[src/rtl/pd_pkg.sv]
package pd_pkg;
  localparam logic [1:0] LV_LOW  = 2'b00;
  localparam logic [1:0] LV_HIGH = 2'b01;
  localparam logic [1:0] LV_TRI  = 2'b10;

  typedef enum logic [1:0] {
    MD_IL1  = 2'b00,
    MD_IL2  = 2'b01,
    MD_SYNC = 2'b10,
    MD_RSV  = 2'b11
  } mode_t;
endpackage

[src/rtl/pd_edge_unit.sv]
module pd_edge_unit #(
  parameter int HOLDOFF_CYC = 13
) (
  input  logic       clk,
  input  logic       rst_n,
  input  logic [1:0] pwm_raw,
  output logic       rise,
  output logic       fall,
  output logic       tri_hold
);
  import pd_pkg::*;
  localparam int HW = $clog2(HOLDOFF_CYC + 1);

  logic [1:0]    s1_q, s2_q, prev_q;
  logic [HW-1:0] hold_q;
  logic          mid_now;

  assign mid_now  = s2_q[1];
  assign rise     = (s2_q == LV_HIGH) && (prev_q != LV_HIGH);
  assign fall     = (prev_q == LV_HIGH) && (s2_q != LV_HIGH);
  assign tri_hold = (hold_q >= HW'(HOLDOFF_CYC));

  always_ff @(posedge clk or negedge rst_n) begin
    if (!rst_n) begin
      s1_q   <= LV_LOW;
      s2_q   <= LV_LOW;
      prev_q <= LV_LOW;
      hold_q <= '0;
    end else begin
      s1_q   <= pwm_raw;
      s2_q   <= s1_q;
      prev_q <= s2_q;
      if (!mid_now)
        hold_q <= '0;
      else if (hold_q != HW'(HOLDOFF_CYC))
        hold_q <= hold_q + HW'(1);
    end
  end

  // tri-state hold can only follow a mid-level sample
  a_r6_hold_after_mid: assert property (@(posedge clk) disable iff (!rst_n)
    tri_hold |-> $past(mid_now));
endmodule

[src/rtl/pd_mode_qual.sv]
module pd_mode_qual #(
  parameter int QUAL_PULSES = 4
) (
  input  logic          clk,
  input  logic          rst_n,
  input  logic          rise,
  input  logic [1:0]    mode_code,
  output pd_pkg::mode_t mode_q,
  output pd_pkg::mode_t mode_now
);
  import pd_pkg::*;
  localparam int QW = $clog2(QUAL_PULSES + 1);

  mode_t         code, cand_q, mode_n;
  logic [QW-1:0] streak_q, streak_n;

  assign code = mode_t'(mode_code);

  always_comb begin
    if (code != cand_q)
      streak_n = QW'(1);
    else if (streak_q == QW'(QUAL_PULSES))
      streak_n = streak_q;
    else
      streak_n = streak_q + QW'(1);

    mode_n = mode_q;
    if (rise) begin
      case (code)
        MD_IL1, MD_SYNC: mode_n = code;
        MD_IL2:          if (streak_n >= QW'(QUAL_PULSES)) mode_n = MD_IL2;
        default:         mode_n = mode_q;
      endcase
    end
  end

  assign mode_now = mode_n;

  always_ff @(posedge clk or negedge rst_n) begin
    if (!rst_n) begin
      cand_q   <= MD_IL1;
      streak_q <= '0;
      mode_q   <= MD_IL1;
    end else if (rise) begin
      cand_q   <= code;
      streak_q <= streak_n;
      mode_q   <= mode_n;
    end
  end

  // mode 2 is entered only on a rise that completes the streak
  a_r8_il2_qualified: assert property (@(posedge clk) disable iff (!rst_n)
    (mode_q == MD_IL2 && $past(mode_q) != MD_IL2)
      |-> $past(rise && code == MD_IL2 && streak_q >= QW'(QUAL_PULSES - 1)));
  // the reserved code leaves the mode untouched
  a_r9_reserved_ignored: assert property (@(posedge clk) disable iff (!rst_n)
    (rise && code == MD_RSV) |=> mode_q == $past(mode_q));
endmodule

[src/rtl/pd_channel.sv]
module pd_channel #(
  parameter int EXT_W = 6
) (
  input  logic             clk,
  input  logic             rst_n,
  input  logic             kill,
  input  logic             start,
  input  logic             fall,
  input  logic [EXT_W-1:0] ext_len,
  output logic             hi
);
  logic             hi_q, run_q;
  logic [EXT_W-1:0] cnt_q;

  assign hi = hi_q;

  always_ff @(posedge clk or negedge rst_n) begin
    if (!rst_n) begin
      hi_q  <= 1'b0;
      run_q <= 1'b0;
      cnt_q <= '0;
    end else if (kill) begin
      hi_q  <= 1'b0;
      run_q <= 1'b0;
      cnt_q <= '0;
    end else if (start) begin
      hi_q  <= 1'b1;
      run_q <= 1'b0;
    end else if (run_q) begin
      if (cnt_q == EXT_W'(1)) begin
        hi_q  <= 1'b0;
        run_q <= 1'b0;
      end else begin
        cnt_q <= cnt_q - EXT_W'(1);
      end
    end else if (hi_q && fall) begin
      if (ext_len == '0)
        hi_q <= 1'b0;
      else begin
        run_q <= 1'b1;
        cnt_q <= ext_len;
      end
    end
  end

  // an extension in progress keeps the output high
  a_r7_ext_keeps_high: assert property (@(posedge clk) disable iff (!rst_n)
    (run_q && cnt_q > EXT_W'(1) && !kill) |=> hi_q);
  // a running extension never holds a zero count
  a_r7_ext_nonzero: assert property (@(posedge clk) disable iff (!rst_n)
    run_q |-> cnt_q != '0);
endmodule

[src/rtl/pd_phase_doubler.sv]
module pd_phase_doubler #(
  parameter int HOLDOFF_CYC   = 13,
  parameter int FIXED_EXT_CYC = 24,
  parameter int TRIM_W        = 4,
  parameter int TRIM_MAX      = 14,
  parameter int QUAL_PULSES   = 4
) (
  input  logic              clk,
  input  logic              rst_n,
  input  logic [1:0]        pwm_code,
  input  logic [1:0]        mode_code,
  input  logic              enable,
  input  logic              fault,
  input  logic [TRIM_W-1:0] trim,
  output logic [1:0]        out_a,
  output logic [1:0]        out_b,
  output logic              force_high
);
  import pd_pkg::*;
  localparam int EXT_W = $clog2(TRIM_MAX + FIXED_EXT_CYC + 1);
  localparam int NCH   = 2;

  logic             rise, fall, tri_hold;
  mode_t            mode_q, mode_now;
  logic             armed_q, tog_q, start_any, il_now;
  logic [NCH-1:0]   start_vec, hi;
  logic [EXT_W-1:0] trim_x, trim_cl, ext_len;
  logic [1:0]       lvl [NCH];

  pd_edge_unit #(.HOLDOFF_CYC(HOLDOFF_CYC)) u_edge (
    .clk(clk), .rst_n(rst_n), .pwm_raw(pwm_code),
    .rise(rise), .fall(fall), .tri_hold(tri_hold));

  pd_mode_qual #(.QUAL_PULSES(QUAL_PULSES)) u_mode (
    .clk(clk), .rst_n(rst_n), .rise(rise), .mode_code(mode_code),
    .mode_q(mode_q), .mode_now(mode_now));

  assign start_any = enable && rise;
  assign il_now    = (mode_now != MD_SYNC);
  assign start_vec[0] = start_any && (!il_now || !tog_q);
  assign start_vec[1] = start_any && (!il_now ||  tog_q);

  assign trim_x  = EXT_W'(trim);
  assign trim_cl = (trim_x > EXT_W'(TRIM_MAX)) ? EXT_W'(TRIM_MAX) : trim_x;
  assign ext_len = trim_cl + ((mode_q == MD_IL2) ? EXT_W'(FIXED_EXT_CYC) : '0);

  always_ff @(posedge clk or negedge rst_n) begin
    if (!rst_n) begin
      armed_q <= 1'b0;
      tog_q   <= 1'b0;
    end else if (!enable) begin
      armed_q <= 1'b0;
      tog_q   <= 1'b0;
    end else begin
      if (rise) armed_q <= 1'b1;
      if (start_any && il_now) tog_q <= ~tog_q;
    end
  end

  for (genvar g = 0; g < NCH; g++) begin : g_ch
    pd_channel #(.EXT_W(EXT_W)) u_ch (
      .clk(clk), .rst_n(rst_n), .kill(!enable), .start(start_vec[g]),
      .fall(fall), .ext_len(ext_len), .hi(hi[g]));

    always_comb begin
      if (!enable)       lvl[g] = LV_TRI;
      else if (!armed_q) lvl[g] = fault ? LV_LOW : LV_TRI;
      else if (tri_hold) lvl[g] = LV_TRI;
      else               lvl[g] = hi[g] ? LV_HIGH : LV_LOW;
    end
  end

  assign out_a      = lvl[0];
  assign out_b      = lvl[1];
  assign force_high = !enable;

  // an interleaved pulse from an idle pair lights exactly one channel
  a_r1_one_channel: assert property (@(posedge clk) disable iff (!rst_n)
    (start_any && il_now && hi == '0) |=> hi[0] != hi[1]);
  // a synchronous pulse lights both channels
  a_r2_both_channels: assert property (@(posedge clk) disable iff (!rst_n)
    (start_any && !il_now) |=> (hi[0] && hi[1]));
  // disabling drops both channels
  a_r3_disable_clears: assert property (@(posedge clk) disable iff (!rst_n)
    !enable |=> hi == '0);
  // arming only follows an input rising edge
  a_r4_arm_on_edge: assert property (@(posedge clk) disable iff (!rst_n)
    $rose(armed_q) |-> $past(rise));
endmodule

[config.mk]
export PLATFORM = sky130hd
export DESIGN_NAME = pd_phase_doubler
export DESIGN_NICKNAME = d
export VERILOG_FILES = /design/src/rtl/pd_pkg.sv /design/src/rtl/pd_edge_unit.sv /design/src/rtl/pd_mode_qual.sv /design/src/rtl/pd_channel.sv /design/src/rtl/pd_phase_doubler.sv
export SDC_FILE = /design/constraint.sdc
export NUM_CORES = 1
export LEC_CHECK = 0
export BUFFER_PORTS_ARGS = -buffer_cell sky130_fd_sc_hd__buf_2
export CAP_MARGIN = 20
export CORE_UTILIZATION = 60
export DETAILED_ROUTE_END_ITERATION = 8
export PLACE_DENSITY = 0.8
export SYNTH_ARGS = -nofsm -noshare
export SYNTH_HDL_FRONTEND = slang
export SYNTH_HIERARCHICAL = 1
export SYNTH_SLANG_ARGS = --single-unit
[constraint.sdc]
create_clock -name clk -period 3.6 [get_ports clk]
set_input_delay 0.72 -clock clk [delete_from_list [all_inputs] [get_ports clk]]
set_output_delay 0.72 -clock clk [all_outputs]
set_load 0.005 [all_outputs]
* Word level (Yosys, flattened, before mapping)
Index checks and enable logic that the tools add are counted.
Storage, ports and cells: bits in registers 35, bits of input ports 12, output and inout port bits 5, logic and storage cells 129
Cells by class: add/sub/neg operators 5, order comparisons 3, eq/ne operators 30, muxes and demuxes 55, bitwise logic cells 1, reductions and logical operators 20
Operators by type and width (number):
- $mux 6 | 11
- $mux 1 | 28
- $mux 2 | 9
- $ne 4x1->1 const B | 4
- $eq 6x1->1 const B | 2
- $mux 4 | 3
- $sub 6x1->6 const B | 2
- $eq 2x1->1 const B | 4
- $logic_and 1x1->1 | 8
- $ne 2x1->1 const B | 4
- $ne 2x2->1 const B | 4
- $ne 4x3->1 const B | 2
- $reduce_and 4->1 | 2
- $add 4x5->6 | 1
- $logic_not 6->1 | 1
- $mux 3 | 2
- $ne 3x1->1 const B | 2
- $ne 3x2->1 const B | 2
- $ne 3x3->1 const B | 2
- $reduce_and 3->1 | 2
- $mux 5 | 1
- $add 4x1->4 const B | 1
- $ge 4x4->1 const B | 1
- $gt 4x4->1 const B | 1
- other kinds (12) | 15

* Logic depth before layout (Yosys ltp)
depth in word-level cells 13, depth in mapped cells 13

* By module
The synthesis kept the hierarchy.
By module, submodules not included:
- pd_channel (g_ch[1].u_ch) | instances 1, cells each 61, area each 604.3 um^2
- pd_channel (g_ch[0].u_ch) | instances 1, cells each 63, area each 578.1 um^2
- pd_edge_unit | instances 1, cells each 36, area each 427.9 um^2
- pd_mode_qual | instances 1, cells each 36, area each 387.9 um^2
- pd_phase_doubler | instances 1, cells each 29, area each 212.7 um^2

* Least setup slack after synthesis
Ideal clock, no wire load.
path type input to register, start in mode_code[0], end reg g_ch[0].u_ch.cnt_q[5], arrival time 2.707 ns, required time 3.463 ns, setup slack 0.755 ns, stages on the path 8, path buffers 0, cells stage by stage xor2_1 -> or4_4 -> o31ai_1 -> nand2b_4 -> a21oi_1 -> nor4_2 -> mux2i_1 -> a31oi_1
Between the ends: cells in the longest elaborated chain, start to end 12, elaborated cells between the ends (all ways) 16, those cells by class 1 x order compare; 5 x eq/ne; 4 x mux; 6 x reduce/logical
RTL lines:
- from (decl) | RTL line pd_phase_doubler.sv:11 | input logic [1:0] mode_code,
- $ne 2x2->1 | RTL line pd_mode_qual.sv:20 | if (code != cand_q)
- $mux 3 | RTL line pd_mode_qual.sv:20
- $ge 3x3->1 | RTL line pd_mode_qual.sv:31 | MD_IL2: if (streak_n >= QW'(QUAL_PULSES)) mode_n = MD_IL2;
- $mux 2 | RTL line pd_mode_qual.sv:31
- $pmux 2 s2 * | RTL line pd_mode_qual.sv:29 | case (code)
- $mux 2 * | RTL line pd_mode_qual.sv:28 | if (rise) begin
- via mode_now[0] | RTL line pd_phase_doubler.sv:24 | mode_t mode_q, mode_now;
- $ne 2x2->1 * | RTL line pd_phase_doubler.sv:39 | assign il_now = (mode_now != MD_SYNC);
- $logic_not 1->1 * | RTL line pd_phase_doubler.sv:40 | assign start_vec[0] = start_any && (!il_now || !tog_q);
- $logic_or 1x1->1 * | RTL line pd_phase_doubler.sv:40
- $logic_and 1x1->1 * | RTL line pd_phase_doubler.sv:40
- via start_vec[0] | RTL line pd_phase_doubler.sv:26 | logic [NCH-1:0] start_vec, hi;
- $ne 2x2->1 (no source line) *
- $reduce_and 4->1 (no source line) *
- to (signal assigned) | RTL line pd_channel.sv:34 | cnt_q <= cnt_q - EXT_W'(1);
- to (signal assigned) | RTL line pd_channel.sv:41 | cnt_q <= ext_len;
- to (decl) | RTL line pd_channel.sv:13 | logic [EXT_W-1:0] cnt_q;
The timed path passes the listed nets; every way through them passes the cells marked *. A chain may end at the register's enable or synchronous reset.

* Worst setup path in the final report
start reg u_mode.streak_q[0], end reg g_ch[0].u_ch.cnt_q[0]
Between the ends: cells in the longest elaborated chain, start to end 13, elaborated cells between the ends (all ways) 14, those cells by class 1 x add/sub; 1 x order compare; 3 x eq/ne; 5 x mux; 4 x reduce/logical
RTL lines:
- from (decl) | RTL line pd_mode_qual.sv:15 | logic [QW-1:0] streak_q, streak_n;
- from (signal assigned) | RTL line pd_mode_qual.sv:46 | streak_q <= streak_n;
- $add 3x1->3 or $eq 3x3->1 (tied branches) | RTL line pd_mode_qual.sv:25, pd_mode_qual.sv:22
- $mux 3 * | RTL line pd_mode_qual.sv:22 | else if (streak_q == QW'(QUAL_PULSES))
- $mux 3 * | RTL line pd_mode_qual.sv:20
- $ge 3x3->1 * | RTL line pd_mode_qual.sv:31
- $mux 2 * | RTL line pd_mode_qual.sv:31
- $pmux 2 s2 * | RTL line pd_mode_qual.sv:29
- $mux 2 * | RTL line pd_mode_qual.sv:28
- via mode_now[0] | RTL line pd_phase_doubler.sv:24
- $ne 2x2->1 * | RTL line pd_phase_doubler.sv:39
- $logic_not 1->1 * | RTL line pd_phase_doubler.sv:40
- $logic_or 1x1->1 * | RTL line pd_phase_doubler.sv:40
- $logic_and 1x1->1 * | RTL line pd_phase_doubler.sv:40
- via start_vec[0] | RTL line pd_phase_doubler.sv:26
- $ne 2x2->1 (no source line) *
- $reduce_and 4->1 (no source line) *
Marks and branches as above.

==> metrics.md <==
| Metric | Value |
|---|---|
| Post-route DRC | 0 |
| 1st-iter DRT viols | 138 |
| Filler cells | 265 |
| Setup TNS | 0 ps |
| R2r worst-path depth | 10 |
| Fmax | 334 MHz |
| Share of cells above drive strength 1 | 21.2% |
| Int Pwr | 706 uW |
| FF+latch area | 876 sq um |
| Multi-input gate area | 1180 sq um |
| Layout net count | 263 |
| Switching part of the total power | 27.4% |
| Max-slew headroom | 48.2% |
| Port Buffer Count | 16 |
| Reg-to-reg critical path endpoint | g_ch[0].u_ch/cnt_q[0]$_DFFE_PN0P_ |
| Hold endpoint | u_edge/s2_q[1]$_DFF_PN0_ |
| Avg Cell Area, Syn | 9.83 sq um |
| Crit path kind | flip-flop to flip-flop |
| Crit Path Max Fanout | 6 |
| Vias | 1632 |
| Core ar. | 3440 sq um |
| Final WL | 3.97 mm |
| Pwr Density | 401 nW/um^2 |
| Dpl ws | 487 ps |
| Hold buffers post-CTS | 0 |
| Sequential power share | 45.9% |
| Vias in the first global route | 1553 |
| Hold path depth | 0 |
| Num CTS Buffers | 5 |
| Synth-to-layout area growth | 9.56% |
| Outcome | finished, final reports clean |
| First-pass GRT wire length | 7.26 mm |
| Worst Hold Class | flip-flop to flip-flop |
| Starting Density | 64.2% |
| Synthesis Warnings | 6 |
| Clk sinks | 35 |
| Post-route setup slack | 604 ps |
| Min Tclk post-route | 3000 ps |
| Syn nets | 248 |
| Die Ht | 62.7 um |
| Post-CTS Setup Bufs | 0 |
| CP Capture Type | flip-flop |
| Row Count | 21 |
| Root Buffer | clkbuf_8 |
| Die area | 3930 sq um |
| Most common cell in the netlist | dfrtp_1 |
| MaxCap Viol Count | 0 |
| Final Cycle Share | 83.2% |
| Critical Path Start Type | flip-flop |
| Gr ovfl total | 0 |
| Reg2reg setup slack | 600 ps |
| Cell count after synthesis | 225 |
| Max H-tree Level | 2 |
| Ant. Diodes | 0 |
| Least-Margin Pin Slew | 777 ps |
| Unique cell type count in the Yosys netlist | 53 |
| Switch Pwr | 266 uW |
| Die Width | 62.7 um |
| Initial antenna violation count | 0 |
| Area contributors post-synth | dfrtp_1 40%, ha_1 6.2%, inv_1 3.6% |
| Synthesized area | 2210 sq um |
| Setup Skew | 7.15 ps |
| GRT Total Usage | 23.9% |
| Io pins | 17 |
| Worst r2r src | u_mode/streak_q[0]$_DFFE_PN0P_ |
| Synth async-reset ratio | 100% |
| Seq/Total Area, Yosys | 39.6% |
| Clk_lat worst skew | 290 ps |
| Via density | 5.69 |
| Setup violations, final | 0 |
| Post-synthesis register bit count | 35 |
| Comb power frac | 16.8% |
| Worst Path Required | 3770 ps |
| DP HPWL | 2.86 mm |
| Synth Flop Type | dfrtp_1 |
| Pins Over Slew Limit | 0 |
| Post-synth EDFFs | 0 |
| Clock share of power | 37.3% |
| Post-synth top area cell | dfrtp_1 |
| RD Place Congestion | 0.775 |
| Top cell type's share of synthesized area | 39.6% |
| Largest buffer count on any clock path | 2 |
| Clock-pin slew of the registers on the worst-case setup and hold paths | 80 ps |
| Most instantiated cells after synthesis | 35 x dfrtp_1, 21 x inv_1, 19 x nand2_1, 12 x a21oi_1 |
| Critical Path AT | 3160 ps |
| Antenna violation net count after detailed routing | 0 |
| TritonRoute pass-1 iters | 4 |
| RSZ-0062 raised after global routing | false |
| Routed length per instance | 13.8 um |
| Hold Fails Final Rpt | 0 |
| Post_cts resized | 0 |
| Largest net degree at the start of global routing | 36 |
| LEAKAGE | 1.04 nW |
| TritonCTS clock tree | built |
| Max IR drop VDD | 326 uV |
| Origin of the worst min-delay path | u_edge/s1_q[1]$_DFF_PN0_ |
## registers in the layout (all words and copies together) (netlist names)
| signal | count |
|---|---|
| u_edge/hold_q | 4 |
| u_mode/streak_q | 3 |
| u_edge/s2_q | 2 |
| u_edge/prev_q | 2 |
| g_ch.u_ch/cnt_q | 12 |
| tog_q | 1 |
| u_edge/s1_q | 2 |
| g_ch.u_ch/run_q | 2 |
| u_mode/cand_q | 2 |
| u_mode/mode_q | 2 |
| armed_q | 1 |
| g_ch.u_ch/hi | 2 |
## per-layer routing
metal	share of wire [%]	routed length, um	vias to the layer above	global-route usage [%]
li1	-	-	833	-
met1	51	2010	774	33.3
met2	45	1800	21	36.1
met3	2.7	106	4	5.47
met4	1.3	53	0	8.72
met5	0	0	-	0
## cell usage in the layout (no fill, tap or decap), drive strengths merged, types with 5 or more instances in the layout
| cell type | count |
|---|---|
| nor2b | 9 |
| nand3b | 5 |
| nor2 | 11 |
| mux2i | 7 |
| ha | 11 |
| inv | 22 |
| buf | 20 |
| nand2 | 21 |
| clkbuf | 5 |
| o22ai | 5 |
| nand2b | 8 |
| nand3 | 5 |
| dfrtp | 35 |
| a21oi | 13 |
| a31oi | 8 |
| nor4 | 7 |
## final cells by class
cell class              count  area share (%)
well taps                  46            2.38
clock buffers               5            2.84
clock inverters             3            1.96
repair buffers             20            4.55
inverters                  21            3.25
multi-input cells         157            48.9
flip-flops and latches     35            36.2
## stage by stage
stage | std cells | util [%] | total power [mW] | hold slack, ps | area [sq um]
finish | 287 | 70.4 | 0.972 | 356 | 2420
global route | 287 | 70.4 | 1.02 | 361 | 2420
CTS | 287 | 70.4 | 0.985 | 355 | 2420
detailed placement | 279 | 67.0 | 0.618 | 340 | 2310
global placement | 279 | 67.0 | 0.612 | 333 | 2310
floorplan | 225 | - | 0.574 | 331 | 2210
## how the worst max path moves through the flow
stage / from / endpoint / slack [ps] / cells past startpoint
CTS: u_mode/streak_q[0]$_DFFE_PN0P_ / g_ch[0].u_ch/cnt_q[0]$_DFFE_PN0P_ / 620 / 10
global placement: mode_code[0] / g_ch[0].u_ch/cnt_q[0]$_DFFE_PN0P_ / 550 / 9
global route: u_mode/streak_q[0]$_DFFE_PN0P_ / g_ch[0].u_ch/cnt_q[0]$_DFFE_PN0P_ / 450 / 10
detailed placement: mode_code[0] / g_ch[0].u_ch/cnt_q[0]$_DFFE_PN0P_ / 490 / 9
floorplan: mode_code[0] / g_ch[0].u_ch/cnt_q[5]$_DFFE_PN0P_ / 760 / 8
finish: u_mode/streak_q[0]$_DFFE_PN0P_ / g_ch[0].u_ch/cnt_q[0]$_DFFE_PN0P_ / 600 / 10
## worst max-delay path: stages (launching register included)
cell and delay [ps]:
dfrtp_1 400, inv_1 90, ha_1 170, and3b_1 180
or4_4 560, o31ai_1 220, nand2b_4 180, a21oi_1 120
or4_1 680, o21ai_1 190, a21oi_1 80
## cells by family (layout without fill, tap and decap cells)
kind of cell / after synthesis / in the layout / synth area share [%]
muxes: 9 / 9 / 4.19
and+or+nand+nor: 85 / 85 / 26.4
buffers and inverters: 33 / 49 / 6.85
DFF: 35 / 35 / 39.6
AOI/OAI and AO/OA: 50 / 50 / 15.9
xor gates and xnor gates: 2 / 2 / 0.792
adders and majority gates: 11 / 11 / 6.23
## power groups by stage
stage	Sequential (mW)	Clock, mW	Combinational (mW)
2_1_floorplan	0.447	0	0.127
3_3_place_gp	0.454	0	0.158
3_5_place_dp	0.454	0	0.164
4_1_cts	0.446	0.374	0.164
5_1_grt	0.452	0.385	0.184
6_report	0.446	0.362	0.164
Power figures use the tool's default switching activity.
